File: config.mk
export PLATFORM = sky130hd
export DESIGN_NAME = fsmux_top
export DESIGN_NICKNAME = d
export VERILOG_FILES = /design/src/rtl/fsmux_pkg.sv /design/src/rtl/fsmux_sync.sv /design/src/rtl/fsmux_pin.sv /design/src/rtl/fsmux_flag.sv /design/src/rtl/fsmux_top.sv
export SDC_FILE = /design/constraint.sdc
export NUM_CORES = 1
export LEC_CHECK = 0
export ABC_AREA = 1
export BUFFER_PORTS_ARGS = -buffer_cell sky130_fd_sc_hd__buf_2
export CORE_AREA = 2 2 39 41
export CTS_CLUSTER_DIAMETER = 150
export DETAILED_ROUTE_END_ITERATION = 10
export DIE_AREA = 0 0 41 43
export PLACE_DENSITY_LB_ADDON = 0.3
export SLEW_MARGIN = 0
export SYNTH_ARGS = -nofsm -noshare
export SYNTH_HDL_FRONTEND = slang
export SYNTH_SLANG_ARGS = --single-unit
File: constraint.sdc
create_clock -name clk -period 1.2 [get_ports clk]
set_input_delay 0.3 -clock clk [delete_from_list [all_inputs] [get_ports clk]]
set_output_delay 0.3 -clock clk [all_outputs]
set_load 0.05 [all_outputs]
File: src/rtl/fsmux_pkg.sv
package fsmux_pkg;

   typedef enum logic [1:0] {
      GM_OFF_A = 2'b00,
      GM_IN    = 2'b01,
      GM_OUT   = 2'b10,
      GM_OFF_B = 2'b11
   } gpio_mode_e;

   typedef enum logic [2:0] {
      RXR_FS_IN,
      RXR_FS_OUT,
      RXR_FLAG_IN,
      RXR_FLAG_OUT,
      RXR_BUFEN,
      RXR_IDLE
   } rx_role_e;

   function automatic rx_role_e rx_role_decode(input logic syn, input logic bsel,
                                               input logic dir);
      rx_role_e r;
      if (!syn)       r = dir ? RXR_FS_OUT : RXR_FS_IN;
      else if (!bsel) r = dir ? RXR_FLAG_OUT : RXR_FLAG_IN;
      else            r = dir ? RXR_BUFEN : RXR_IDLE;
      return r;
   endfunction

endpackage

File: src/rtl/fsmux_sync.sv
module fsmux_sync #(
   parameter int STAGES = 2
) (
   input  logic clk,
   input  logic rst_n,
   input  logic d,
   output logic q
);
   logic [STAGES-1:0] chain;

   generate
      if (STAGES < 2) begin : g_bad
         $error("fsmux_sync: STAGES must be at least 2");
      end
      for (genvar s = 0; s < STAGES; s++) begin : g_stage
         if (s == 0) begin : g_first
            always_ff @(posedge clk or negedge rst_n)
               if (!rst_n) chain[0] <= 1'b0;
               else        chain[0] <= d;
         end else begin : g_next
            always_ff @(posedge clk or negedge rst_n)
               if (!rst_n) chain[s] <= 1'b0;
               else        chain[s] <= chain[s-1];
         end
      end
   endgenerate

   assign q = chain[STAGES-1];
endmodule

File: src/rtl/fsmux_pin.sv
module fsmux_pin
   import fsmux_pkg::*;
#(
   parameter int SYNC_STAGES = 2
) (
   input  logic       clk,
   input  logic       rst_n,
   input  logic       run,
   input  logic       gpio_en,
   input  logic [1:0] gpio_mode,
   input  logic       gpio_dout,
   input  logic       func_oe,
   input  logic       func_out,
   input  logic       pad_in,
   output logic       pad_out,
   output logic       pad_oe,
   output logic       func_in,
   output logic       gpio_in
);
   logic       pad_sync;
   gpio_mode_e gm;

   assign gm = gpio_mode_e'(gpio_mode);

   fsmux_sync #(.STAGES(SYNC_STAGES)) u_sync (
      .clk  (clk),
      .rst_n(rst_n),
      .d    (pad_in),
      .q    (pad_sync)
   );

   always_comb begin
      pad_out = 1'b0;
      pad_oe  = 1'b0;
      gpio_in = 1'b0;
      func_in = 1'b0;
      if (gpio_en) begin
         unique case (gm)
            GM_OUT: begin
               pad_out = gpio_dout;
               pad_oe  = run;
            end
            GM_IN:   gpio_in = pad_sync;
            default: ;
         endcase
      end else begin
         pad_out = func_out;
         pad_oe  = run & func_oe;
         func_in = pad_sync;
      end
   end
endmodule

File: src/rtl/fsmux_flag.sv
module fsmux_flag (
   input  logic clk,
   input  logic rst_n,
   input  logic net_mode,
   input  logic frame_stb,
   input  logic slot_stb,
   input  logic of1_bit,
   input  logic cap_en,
   input  logic flag_in,
   output logic of1_hold,
   output logic if1_stat
);
   logic stb;

   assign stb = net_mode ? slot_stb : frame_stb;

   always_ff @(posedge clk or negedge rst_n)
      if (!rst_n)   of1_hold <= 1'b0;
      else if (stb) of1_hold <= of1_bit;

   always_ff @(posedge clk or negedge rst_n)
      if (!rst_n)             if1_stat <= 1'b0;
      else if (stb && cap_en) if1_stat <= flag_in;
endmodule

File: src/rtl/fsmux_top.sv
module fsmux_top
   import fsmux_pkg::*;
#(
   parameter int SYNC_STAGES = 2
) (
   input  logic       clk,
   input  logic       rst_n,
   input  logic       syn_mode,
   input  logic       bufen_sel,
   input  logic       rx_dir,
   input  logic       tx_dir,
   input  logic       net_mode,
   input  logic       rx_gpio_en,
   input  logic [1:0] rx_gpio_mode,
   input  logic       rx_gpio_dout,
   input  logic       tx_gpio_en,
   input  logic [1:0] tx_gpio_mode,
   input  logic       tx_gpio_dout,
   input  logic       rx_fs_int,
   input  logic       tx_fs_int,
   input  logic       frame_stb,
   input  logic       slot_stb,
   input  logic       tx_slot_act,
   input  logic       of1_bit,
   input  logic       rx_pad_in,
   input  logic       tx_pad_in,
   output logic       rx_pad_out,
   output logic       rx_pad_oe,
   output logic       tx_pad_out,
   output logic       tx_pad_oe,
   output logic       if1_stat,
   output logic       rx_fs_core,
   output logic       tx_fs_core,
   output logic       rx_gpio_in,
   output logic       tx_gpio_in
);
   localparam int NPINS  = 2;
   localparam int RX_IDX = 0;
   localparam int TX_IDX = 1;

   logic             run_q;
   rx_role_e         rx_role;
   logic             of1_hold;
   logic             rx_cap_en;

   logic [NPINS-1:0] p_en, p_dout, p_foe, p_fout, p_pin;
   logic [NPINS-1:0] p_pout, p_poe, p_fin, p_gin;
   logic [1:0]       p_mode [NPINS];

   always_ff @(posedge clk or negedge rst_n)
      if (!rst_n) run_q <= 1'b0;
      else        run_q <= 1'b1;

   assign rx_role = rx_role_decode(syn_mode, bufen_sel, rx_dir);

   always_comb begin
      p_foe[RX_IDX]  = 1'b0;
      p_fout[RX_IDX] = 1'b0;
      unique case (rx_role)
         RXR_FS_OUT:   begin p_foe[RX_IDX] = 1'b1; p_fout[RX_IDX] = rx_fs_int;   end
         RXR_FLAG_OUT: begin p_foe[RX_IDX] = 1'b1; p_fout[RX_IDX] = of1_hold;    end
         RXR_BUFEN:    begin p_foe[RX_IDX] = 1'b1; p_fout[RX_IDX] = tx_slot_act; end
         default: ;
      endcase
      p_foe[TX_IDX]  = tx_dir;
      p_fout[TX_IDX] = tx_fs_int;
   end

   assign p_en[RX_IDX]   = rx_gpio_en;
   assign p_en[TX_IDX]   = tx_gpio_en;
   assign p_mode[RX_IDX] = rx_gpio_mode;
   assign p_mode[TX_IDX] = tx_gpio_mode;
   assign p_dout[RX_IDX] = rx_gpio_dout;
   assign p_dout[TX_IDX] = tx_gpio_dout;
   assign p_pin[RX_IDX]  = rx_pad_in;
   assign p_pin[TX_IDX]  = tx_pad_in;

   generate
      for (genvar i = 0; i < NPINS; i++) begin : g_pin
         fsmux_pin #(.SYNC_STAGES(SYNC_STAGES)) u_pin (
            .clk      (clk),
            .rst_n    (rst_n),
            .run      (run_q),
            .gpio_en  (p_en[i]),
            .gpio_mode(p_mode[i]),
            .gpio_dout(p_dout[i]),
            .func_oe  (p_foe[i]),
            .func_out (p_fout[i]),
            .pad_in   (p_pin[i]),
            .pad_out  (p_pout[i]),
            .pad_oe   (p_poe[i]),
            .func_in  (p_fin[i]),
            .gpio_in  (p_gin[i])
         );
      end
   endgenerate

   assign rx_cap_en = (rx_role == RXR_FLAG_IN) && !rx_gpio_en;

   fsmux_flag u_flag (
      .clk      (clk),
      .rst_n    (rst_n),
      .net_mode (net_mode),
      .frame_stb(frame_stb),
      .slot_stb (slot_stb),
      .of1_bit  (of1_bit),
      .cap_en   (rx_cap_en),
      .flag_in  (p_fin[RX_IDX]),
      .of1_hold (of1_hold),
      .if1_stat (if1_stat)
   );

   always_comb begin
      if (tx_gpio_en)  tx_fs_core = 1'b0;
      else if (tx_dir) tx_fs_core = tx_fs_int;
      else             tx_fs_core = p_fin[TX_IDX];
      if (syn_mode)        rx_fs_core = tx_fs_core;
      else if (rx_gpio_en) rx_fs_core = 1'b0;
      else if (rx_dir)     rx_fs_core = rx_fs_int;
      else                 rx_fs_core = p_fin[RX_IDX];
   end

   assign rx_pad_out = p_pout[RX_IDX];
   assign rx_pad_oe  = p_poe[RX_IDX];
   assign tx_pad_out = p_pout[TX_IDX];
   assign tx_pad_oe  = p_poe[TX_IDX];
   assign rx_gpio_in = p_gin[RX_IDX];
   assign tx_gpio_in = p_gin[TX_IDX];
endmodule

### After elaboration in Yosys (flattened, before gate mapping)

Cells that the tools add are included.

* flip-flop bits (word level): 7
* word-level logic and storage cells: 47

* equality and inequality tests: 8
* mux-type cells: 26
* bitwise operators: 2
* reductions and logical operators: 4

Operators by type and width (number)
* 2-to-1 mux 1 bit: 23
* equality test 3 x 2 -> 1 bit, second input constant: 2
* 2-to-1 mux 3 bit: 2
* equality test 2 x 1 -> 1 bit, second input constant: 2
* equality test 2 bit, second input constant: 2
* equality test 3 x 1 -> 1 bit, second input constant: 1
* equality test 3 bit, second input constant: 1
* one-hot mux 1 bit (3 select lines): 1
* OR reduction 3 bit: 1
* bitwise AND 1 bit: 2
* logical AND 1 bit: 2
* logical NOT 1 bit: 1

### Logic depth before layout (Yosys ltp)

Gate-level depths: netlist of run 1.

* word-level depth: 8
* gate-level depth with buffers: 6
* mapped depth without buffers: 6

### By module

A second synthesis of run 1 with hierarchy kept.

* cell total of the unflattened synthesis: 71
* area total of the unflattened synthesis: 447.9 um^2

By module, submodules not included
* fsmux_top: times used 1, cells an instance 26, area each 132.6 um^2
* fsmux_flag: times used 1, cells an instance 17, area each 112.6 um^2
* fsmux_pin: times used 2, cells an instance 12, area each 51.3 um^2
* fsmux_sync: times used 2, cells an instance 2, area each 50.0 um^2

### Worst setup path after synthesis of run 1

No wires, ideal clock.

* path kind: input -> output
* from: in tx_gpio_mode[0]
* to: out tx_gpio_in
* data arrival time: 1873 ps
* slack: -973 ps
* stages: 2
* cell sequence: inv_1 -> nor4_1

* word-level cells in the longest chain between the ends: 3

RTL lines
* start, declared: RTL line fsmux_top.sv:17 `input logic [1:0] tx_gpio_mode,`
* equality test 2 x 1 -> 1 bit: RTL line fsmux_pin.sv:38 `unique case (gm)`
* 2-to-1 mux 1 bit: RTL line fsmux_pin.sv:38
* 2-to-1 mux 1 bit: RTL line fsmux_pin.sv:37 `if (gpio_en) begin`
* end, declared: RTL line fsmux_top.sv:35 `output logic tx_gpio_in`

No other way between the ends.

### Worst setup path after layout of run 1

* from: reg g_pin[0].u_pin.u_sync.chain[1]
* to: out rx_gpio_in

* word-level cells in the longest chain between the ends: 2

RTL lines
* start, declared: RTL line fsmux_sync.sv:9 `logic [STAGES-1:0] chain;`
* start signal, assigned by index: RTL line fsmux_sync.sv:23 `else chain[s] <= chain[s-1];`
* 2-to-1 mux 1 bit: RTL line fsmux_pin.sv:38
* 2-to-1 mux 1 bit: RTL line fsmux_pin.sv:37
* end, declared: RTL line fsmux_top.sv:34 `output logic rx_gpio_in,`

No other way between the ends.

==> run metrics, run 1 <==
count of cell types in the netlist 14; layout cells sized above 1 59.22%; max incr delay on CP between 300 and 400 ps; drt wl/cell 10.08 um; register area share after synthesis 43.21%; worst reg-to-reg path cell count 5; gpl congestion 0.6584; top cells by area, synth dfrtp_1 (43%), nand2_1 (17%), nand3_1 (8.6%); switch share roughly a third; Cell Chain, Critical Path inv_2 -> buf_4 -> nor4_4 -> buf_6; status finished with violations; initial antenna violation count 0; DP HPWL 905.8 um; Yosys warnings 0; Buffers on Ports 31; P_leak 0.4431 nW; fin nets around 130; Hold Startpoint rx_pad_in; number of DRC violations after detailed-routing iteration 0 2; Clk pwr share a little over a quarter; die area 1763 um^2; failing checks setup timing; core region area 1384 um^2; PwrDens 899.2 nW/um^2; Initial Util 29.29%; top fanout value on the critical path 2; max-slew violation count 0; most frequent cell after synthesis nand2_1; Clock Latency Late Sink roughly 240 ps; Switch Pwr 261.2 uW; Design Power roughly 770 uW; Critical Path End Type output pin; number of top-level pins 32; r2r startpoint g_pin[0].u_pin.u_sync.q$_DFF_PN0_; Setup CP Type reg2out; hold path cells 1; slowest stage cell, crit path dfrtp_1; final antenna-violating net count 0; ys async rst share 100.0%; clock sink count 7; CP Launch Type register; synthesis-to-finish area growth 109.9%; Worst Path Arrival 1090 ps; Req. time, crit path 900 ps; unrepaired setup endpoints after global routing yes; htree depth 1; via count of the first global-routing pass 503; worst clock skew 0.4389 ps; Vias 527; setup ws final -192.0 ps; top_reg_cell synth dfrtp_1; Worst setup startpoint g_pin[0].u_pin.u_sync.q$_DFF_PN0_; Clk pin slew, worst setup/hold paths 50 ps; Cells after Synth 60; Max clock buf depth 2; P_int 503.9 uW; routed vias/inst 4.429; row cnt 14; Synth Net Count 83; drt first pass iters 3; Inserted Clock Buffers 3; GRT Util Overall 14.94%; internal reg-to-reg setup slack 380 ps; leading area contributor after synthesis dfrtp_1; Reg2Reg Capture Point u_flag.if1_stat$_DFFE_PN0P_; die width between 40 and 50 um; die height 43 um; Yosys reg bits 7; most frequent cells after synthesis nand2_1 (18), inv_1 (9), dfrtp_1 (7), nand3_1 (7), nor2_1 (6); Reg power frac between 30% and 40%; # diodes 0; area share of the largest cell type after synthesis roughly 43%; worst vdd ir 595.0 uV; Post-route DRC 0; combinational share of power roughly two fifths; largest net degree at the start of global routing 8; final WL 1.200 mm; postcts setup bufs 0; worst min path class in2reg; Min-Delay Endpoint g_pin[0].u_pin.u_sync.chain[0]$_DFF_PN0_; Final Hold Fails 0; minimum clock period 1392 ps; Highest Clock Rate 0.7184 GHz; Syn Std Cell Area 405.4 um^2; MaxCap Viol Count 0; CTS Root Cell clkbuf_4; dpl ws -200.0 ps; GR Overflow Total 0; first-pass GRT wire length 1.766 mm; Finish-stage setup viols 7; Post-synth EDFFs 0; Avg Cell Area, Syn 6.756 um^2; final worst-path cycle share 116.0%; CTS tree built
layout by cell type (no fill, tap or decap), drive strengths merged:
cell type / count
buf: 37
nand2: 18
inv: 10
dfrtp: 7
nand3: 7
nor2: 7
clkbuf: 5
o21ai: 4
nor4: 2
nand4: 1
o21a: 1
a21oi: 1
and2: 1
dlygate4sd3: 1
conb: 1
state kept, by name (all words and copies together) (netlist names):
name                      count
g_pin.u_pin.u_sync.q          2
u_flag.if1_stat               1
run_q                         1
u_flag.of1_hold               1
g_pin.u_pin.u_sync.chain      2
per-layer routing:
metal  vias to the layer above  GRT usage (%)  wire, um
li1                        275              -         -
met1                       236          14.72       434
met2                        14          25.31       706
met3                         2          3.665        52
met4                         0          10.00         6
met5                         -              0         0
worst max path at each step:
| stage | to | slack [ps] | depth (start not counted) |
|---|---|---|---|
| after global placement | rx_fs_core | -210 | 7 |
| after global routing | rx_pad_out | -250 | 5 |
| after floorplan | tx_gpio_in | -100 | 2 |
| final | rx_gpio_in | -190 | 4 |
| after detailed placement | rx_fs_core | -200 | 7 |
| after CTS | rx_fs_core | -230 | 5 |
cells by family after synthesis:
logic type / after synthesis / share of synthesized area, %
buffers and inverters: 10 / 9.258
flip-flops: 7 / 43.21
AND/OR/NAND/NOR: 36 / 38.58
AO/OA/AOI/OAI: 6 / 8.024
other: 1 / 0.9250
worst max-delay path, delay by kind of cell (launching register included):
| kind | cells | cell delay (ps) |
|---|---|---|
| simple gates | 1 | 150 |
| flops | 1 | 340 |
| buf+inv | 3 | 360 |
layout make-up:
cell class	count	area, um^2
tap	16	20.02
fill	123	533.0
multi-input combinational	43	271.5
sequential	7	175.2
inverter	10	57.56
clock buffer	4	26.28
timing repair buffer	39	300.3
power groups by stage:
stage	Clock [mW]	Sequential [mW]	Combinational [mW]
2_1_floorplan	0	0.284	0.124
3_3_place_gp	0	0.265	0.237
3_5_place_dp	0	0.266	0.241
4_1_cts	0.222	0.262	0.278
5_1_grt	0.232	0.264	0.320
6_report	0.205	0.262	0.297
timing repair:
action                                  in CTS  in global routing
resized for setup                           29                 15
hold endpoints to repair                     7                  0
hold buffers                                 1                  0
pin swaps                                    2                  5
endpoints found under the setup margin       8                  8
stage by stage:
stage / hold slack, ps / instance area (um^2) / util (%) / setup TNS [ps] / std cells
after detailed placement: 138.1 / 690.7 / 49.91 / -991.4 / 114
after global placement: 135.6 / 690.7 / 49.91 / -916.1 / 114
after global routing: 142.5 / 850.8 / 61.48 / -1265 / 119
final: 158.2 / 850.8 / 61.48 / -869.3 / 119
after CTS: 143.2 / 802.0 / 57.96 / -978.6 / 119
after floorplan: 4.409 / 462.9 / - / -171.8 / 60
Power figures use the tool's default switching activity.
==> run 2: changes to the inputs <==
--- a/config.mk
+++ b/config.mk
@@ -12,7 +12,7 @@
 export DETAILED_ROUTE_END_ITERATION = 10
 export DIE_AREA = 0 0 41 43
 export PLACE_DENSITY_LB_ADDON = 0.3
-export SLEW_MARGIN = 0
+export SLEW_MARGIN = 20
 export SYNTH_ARGS = -nofsm -noshare
 export SYNTH_HDL_FRONTEND = slang
 export SYNTH_SLANG_ARGS = --single-unit
==> constraint.sdc (replaced) <==
create_clock -name clk -period 1.4 [get_ports clk]
set_input_delay 0.35 -clock clk [delete_from_list [all_inputs] [get_ports clk]]
set_output_delay 0.35 -clock clk [all_outputs]
set_load 0.05 [all_outputs]
==> run metrics, run 2 (same netlist as run 1, synthesis figures left out) <==
status finished with violations; failing checks setup timing; worst vdd ir 425.4 uV (-28%); switch share 33.90% (-0.25 points); routed vias/inst 4.322 (-2.4%); CTS Root Cell clkbuf_4; Reg power frac 36.6% (+2.3 points); htree depth 1 (unchanged); Reg area 175.2 um^2 (unchanged); Fillers 146 (+19%); most frequent cells in the layout buf_2 (23), nand2_1 (18), nand3_1 (7), dfrtp_1 (7), buf_6 (6); MaxCap Viol Count 0 (unchanged); Clk pwr share 28.8% (+2.0 points); Clk pin slew, worst setup/hold paths 50 ps (about the same); Final Hold Fails 0 (unchanged); final WL 1.011 mm (-16%); number of top-level pins 32 (unchanged); number of DRC violations after detailed-routing iteration 0 2 (unchanged); postcts setup bufs 0 (unchanged); worst min path class in2reg; most common cell after layout, fill and taps aside buf_2; Sum Neg Setup Slack -55.48 ps (+813.8 ps); row cnt 14 (unchanged); Hold Startpoint rx_pad_in; Buffers on Ports 31 (unchanged); DP HPWL 845.4 um (-6.7%); layout cells sized above 1 50.51% (-8.7 points); Critical Path End Type output pin; die width 41 um (unchanged); CP Launch Type register; GR Overflow Total 0 (unchanged); Inserted Clock Buffers 3 (unchanged); Clock Latency Late Sink 250 ps (about the same); max-slew violation count 0 (unchanged); Post-route DRC 0 (unchanged); top fanout value on the critical path 2 (unchanged); P_leak 0.3996 nW (-9.8%); largest net degree at the start of global routing 8 (unchanged); Highest Clock Rate 0.6953 GHz; core region area 1384 um^2 (unchanged); Initial Util 29.29% (unchanged); Finish-stage setup viols 2 (-5); die area 1763 um^2 (unchanged); Finished Core Util 52.89% (-8.6 points); final antenna-violating net count 0 (unchanged); clock sink count 7 (unchanged); drt first pass iters 4 (+1); setup ws final -38.13 ps (+153.9 ps); unrepaired setup endpoints after global routing yes; Vias 497 (-5.7%); worst clock skew 4.568 ps (+4.130 ps); internal reg-to-reg setup slack 550 ps (+170 ps); PwrDens 838.9 nW/um^2 (-6.7%); drt wl/cell 8.791 um (-13%); fin nets 123 (-3.1%); gpl congestion 0.6457 (-1.9%); Switch Pwr 208.1 uW (-20%); Req. time, crit path 1050 ps (+150 ps); P_int 405.9 uW (-19%); minimum clock period 1438 ps; initial antenna violation count 0 (unchanged); r2r startpoint g_pin[0].u_pin.u_sync.q$_DFF_PN0_; die height 43 um (unchanged); Worst setup startpoint g_pin[0].u_pin.u_sync.q$_DFF_PN0_; GRT Util Overall 13.20% (-1.7 points); via count of the first global-routing pass 444 (-12%); # diodes 0 (unchanged); CTS tree built; Worst Path Arrival 1090 ps (about the same); first-pass GRT wire length 1.580 mm (-11%); synthesis-to-finish area growth 80.56%; final worst-path cycle share 102.7%; combinational share of power 34.6% (-4.2 points); Max clock buf depth 2 (unchanged); multi-input gate area in the final layout 239.0 um^2 (-12%); Setup CP Type reg2out
run 2: changes by cell type in the layout (fill, tap and decap cells not counted), sizes merged:
| cell | delta |
|---|---|
| buf | -3 |
| clkbuf | -1 |
| inv | -1 |
| clkinvlp | +1 |
run 2: cell type report:
type,count,area share (%)
Multi-Input combinational cell,43,32.65
Inverter,10,5.641
Tap cell,16,2.735
Clock buffer,4,3.590
Sequential cell,7,23.93
Timing Repair Buffer,35,31.45
run 2: power groups by stage:
stage / registers, mW / logic (mW) / clock network, mW
global placement: 0.227 / 0.187 / 0
floorplan: 0.244 / 0.101 / 0
detailed placement: 0.228 / 0.189 / 0
global route: 0.226 / 0.229 / 0.196
CTS: 0.225 / 0.205 / 0.191
finish: 0.225 / 0.213 / 0.177
run 2: path summary, 6_finish.rpt:
| kind | endpoint | cells after the start |
|---|---|---|
| setup / recovery | rx_fs_core | 5 |
| setup reg to reg | u_flag.if1_stat$_DFFE_PN0P_ | 5 |
| max in group asynchronous | g_pin[1].u_pin.u_sync.q$_DFF_PN0_ | 2 |
| min in group asynchronous | u_flag.if1_stat$_DFFE_PN0P_ | 2 |
| hold / removal | g_pin[0].u_pin.u_sync.chain[0]$_DFF_PN0_ | 1 |
| hold reg to reg | g_pin[1].u_pin.u_sync.q$_DFF_PN0_ | 0 |
run 2: metal layers:
| layer | GRT usage, % | up-vias | wire, um |
|---|---|---|---|
| met4 | 10.00 | 0 | 5 |
| met3 | 1.571 | 2 | 74 |
| met5 | 0 | - | 0 |
| met1 | 15.00 | 212 | 417 |
| li1 | - | 267 | - |
| met2 | 20.94 | 16 | 514 |
run 2: critical path: stages, from the launching register on:
cell and delay [ps]:
dfrtp_1 370, inv_2 80, nor2_2 50, o21ai_1 120, nand2_1 80, buf_6 150
run 2: timing repair:
action / 4_1_cts / 5_1_grt
pin swaps: 1 / 0
hold endpoints to repair: 7 / 0
setup endpoints to repair: 7 / 8
gates resized for setup: 14 / 10
hold buffers: 1 / 0
run 2: metrics by stage:
| step | setup WS (ps) | instance area, um^2 | cells | hold WS, ps | total power [mW] |
|---|---|---|---|---|---|
| floorplan | -7.485 | 441.7 | 60 | 54.41 | 0.3443 |
| global placement | -31.73 | 639.4 | 110 | 186.0 | 0.4148 |
| detailed placement | -58.19 | 639.4 | 110 | 192.0 | 0.4170 |
| CTS | -52.73 | 708.2 | 115 | 198.5 | 0.6208 |
| global route | -94.79 | 732.0 | 115 | 197.4 | 0.6510 |
| finish | -38.13 | 732.0 | 115 | 212.8 | 0.6141 |
==> run 3: changes to the inputs <==
==> constraint.sdc (replaced) <==
create_clock -name clk -period 1.85 [get_ports clk]
set_input_delay 0.4625 -clock clk [delete_from_list [all_inputs] [get_ports clk]]
set_output_delay 0.4625 -clock clk [all_outputs]
set_load 0.05 [all_outputs]
==> run metrics, run 3 (same netlist as run 1, synthesis figures left out) <==
core region area 1384 um^2 (unchanged); final worst-path cycle share 90.24%; Finish-stage setup viols 0 (-2); die width 41 um (unchanged); slowest stage cell, crit path buf_2; max-slew violation count 0 (unchanged); die area 1763 um^2 (unchanged); worst reg-to-reg path cell count 4 (-1); unrepaired setup endpoints after global routing no; Worst setup startpoint rx_gpio_en; Setup CP Type in2out; met1 Use GR 13.00% (-2.0 points); GRT Util Overall 11.98% (-1.2 points); internal reg-to-reg setup slack 1060 ps (+510 ps); dpl ws 175.9 ps (+234.1 ps); GR Util met3 1.571% (unchanged); Post-CTS Resized 0 (-14); most frequent cells in the layout buf_2 (31), nand2_1 (18), inv_1 (9); global route hottest layer met2; Reg area 175.2 um^2 (unchanged); Req. time, crit path 1390 ps (+340 ps); Highest Clock Rate 0.5990 GHz; number of DRC violations after detailed-routing iteration 0 8 (+6); CTS tree built; minimum clock period roughly 1700 ps; P_leak 0.3772 nW (-5.6%); Clock Latency Late Sink 240 ps (about the same); clock sink count 7 (unchanged); CP delay by family, top buffers and inverters; Inserted Clock Buffers 3 (unchanged); synthesis-to-finish area growth 54.94%; number of placed instances with taps included 107 (-2.7%); worst clock skew 0.07577 ps (-4.493 ps); Clk pin slew, worst setup/hold paths 50 ps (about the same); initial antenna violation count 0 (unchanged); row cnt 14 (unchanged); max incr delay on CP 250 ps (-120 ps); Initial Util 29.29% (unchanged); Fillers 161 (+10%); layout cells sized above 1 40.00% (-11 points); Design Power 435.5 uW (-29%); Reg2Reg Capture Point u_flag.if1_stat$_DFFE_PN0P_; fin nets 119 (-3.3%); final WL 901 um (-11%); Post-route DRC 0 (unchanged); Critical Path End Type output pin; multi-input gate area in the final layout 214.0 um^2 (-10%); final antenna-violating net count 0 (unchanged); MaxCap Viol Count 0 (unchanged); die height 43 um (unchanged); first-pass GRT wire length 1.407 mm (-11%); via count of the first global-routing pass 418 (-5.9%); Max clock buf depth 2 (unchanged); Post-Layout Cell Count 111 (-3.5%); drt first pass iters 3 (-1); Cell Chain, Critical Path buf_2 -> inv_2 -> nand2_1 -> nor2_1 -> o21ai_0 -> nand2_1 -> buf_2; worst min path class in2async; Post-CTS Hold Buffers 0 (-1); setup ws final 180.5 ps (+218.6 ps); Worst Path Arrival 1210 ps (+120 ps); grt met2 use 19.06% (-1.9 points); Vias 463 (-6.8%); largest net degree at the start of global routing 8 (unchanged); drt wl/cell 8.117 um (-7.7%); WP buf/inv 3 (+1); routed vias/inst 4.171 (-3.5%); # diodes 0 (unchanged); most common cell after layout, fill and taps aside buf_2; CP Launch Type primary input; worst vdd ir 355.6 uV (-16%); GR Overflow Total 0 (unchanged); top fanout value on the critical path 4 (+2); number of top-level pins 32 (unchanged); Buffers on Ports 31 (unchanged); PwrDens 693.4 nW/um^2 (-17%); gpl congestion 0.6624 (+2.6%); status finished clean; Sum Neg Setup Slack 0 ps (+55.48 ps); htree depth 1 (unchanged); CTS Root Cell clkbuf_4; r2r startpoint g_pin[0].u_pin.u_sync.q$_DFF_PN0_; Final Hold Fails 0 (unchanged); postcts setup bufs 0 (unchanged)
==> run 3: worst reg2reg max path, delay by kind of cell (launching register included) <==
kind          cells  cell delay (ps)
simple gates      3              230
buf+inv           1              110
flops             1              350
==> run 3: routing by layer <==
| metal | up-vias | share of wire [%] |
|---|---|---|
| li1 | 258 | - |
| met1 | 187 | 46 |
| met2 | 16 | 46 |
| met3 | 2 | 7.2 |
| met4 | 0 | 1.2 |
| met5 | - | 0 |
==> run 3: where the power goes <==
group          switching, mW  internal [mW]
Clock                 0.0505         0.0819
Sequential           0.00465          0.165
Combinational         0.0919         0.0413
Total                  0.147          0.288
==> run 3: worst max path at each step <==
| stage | slack [ps] | to | depth (start not counted) |
|---|---|---|---|
| after floorplan | -80 | tx_gpio_in | 2 |
| after global placement | 190 | rx_pad_oe | 6 |
| after detailed placement | 180 | rx_fs_core | 7 |
| after CTS | 180 | rx_fs_core | 7 |
| after global routing | 60 | rx_fs_core | 5 |
| final | 180 | rx_fs_core | 7 |
==> run 3: cell type report <==
type                            instances  area share (%)
Timing Repair Buffer                   31           24.70
Tap cell                               16           3.187
Multi-Input combinational cell         43           34.06
Inverter                               10           5.976
Clock buffer                            4           4.183
Sequential cell                         7           27.89
==> run 3: per-stage QoR <==
stage	instance area (um^2)	hold WS, ps	util [%]
floorplan	426.7	166.9	-
global placement	601.8	299.5	43.49
detailed placement	601.8	303.1	43.49
CTS	628.1	38.33	45.39
global route	628.1	40.88	45.39
finish	628.1	40.32	45.39
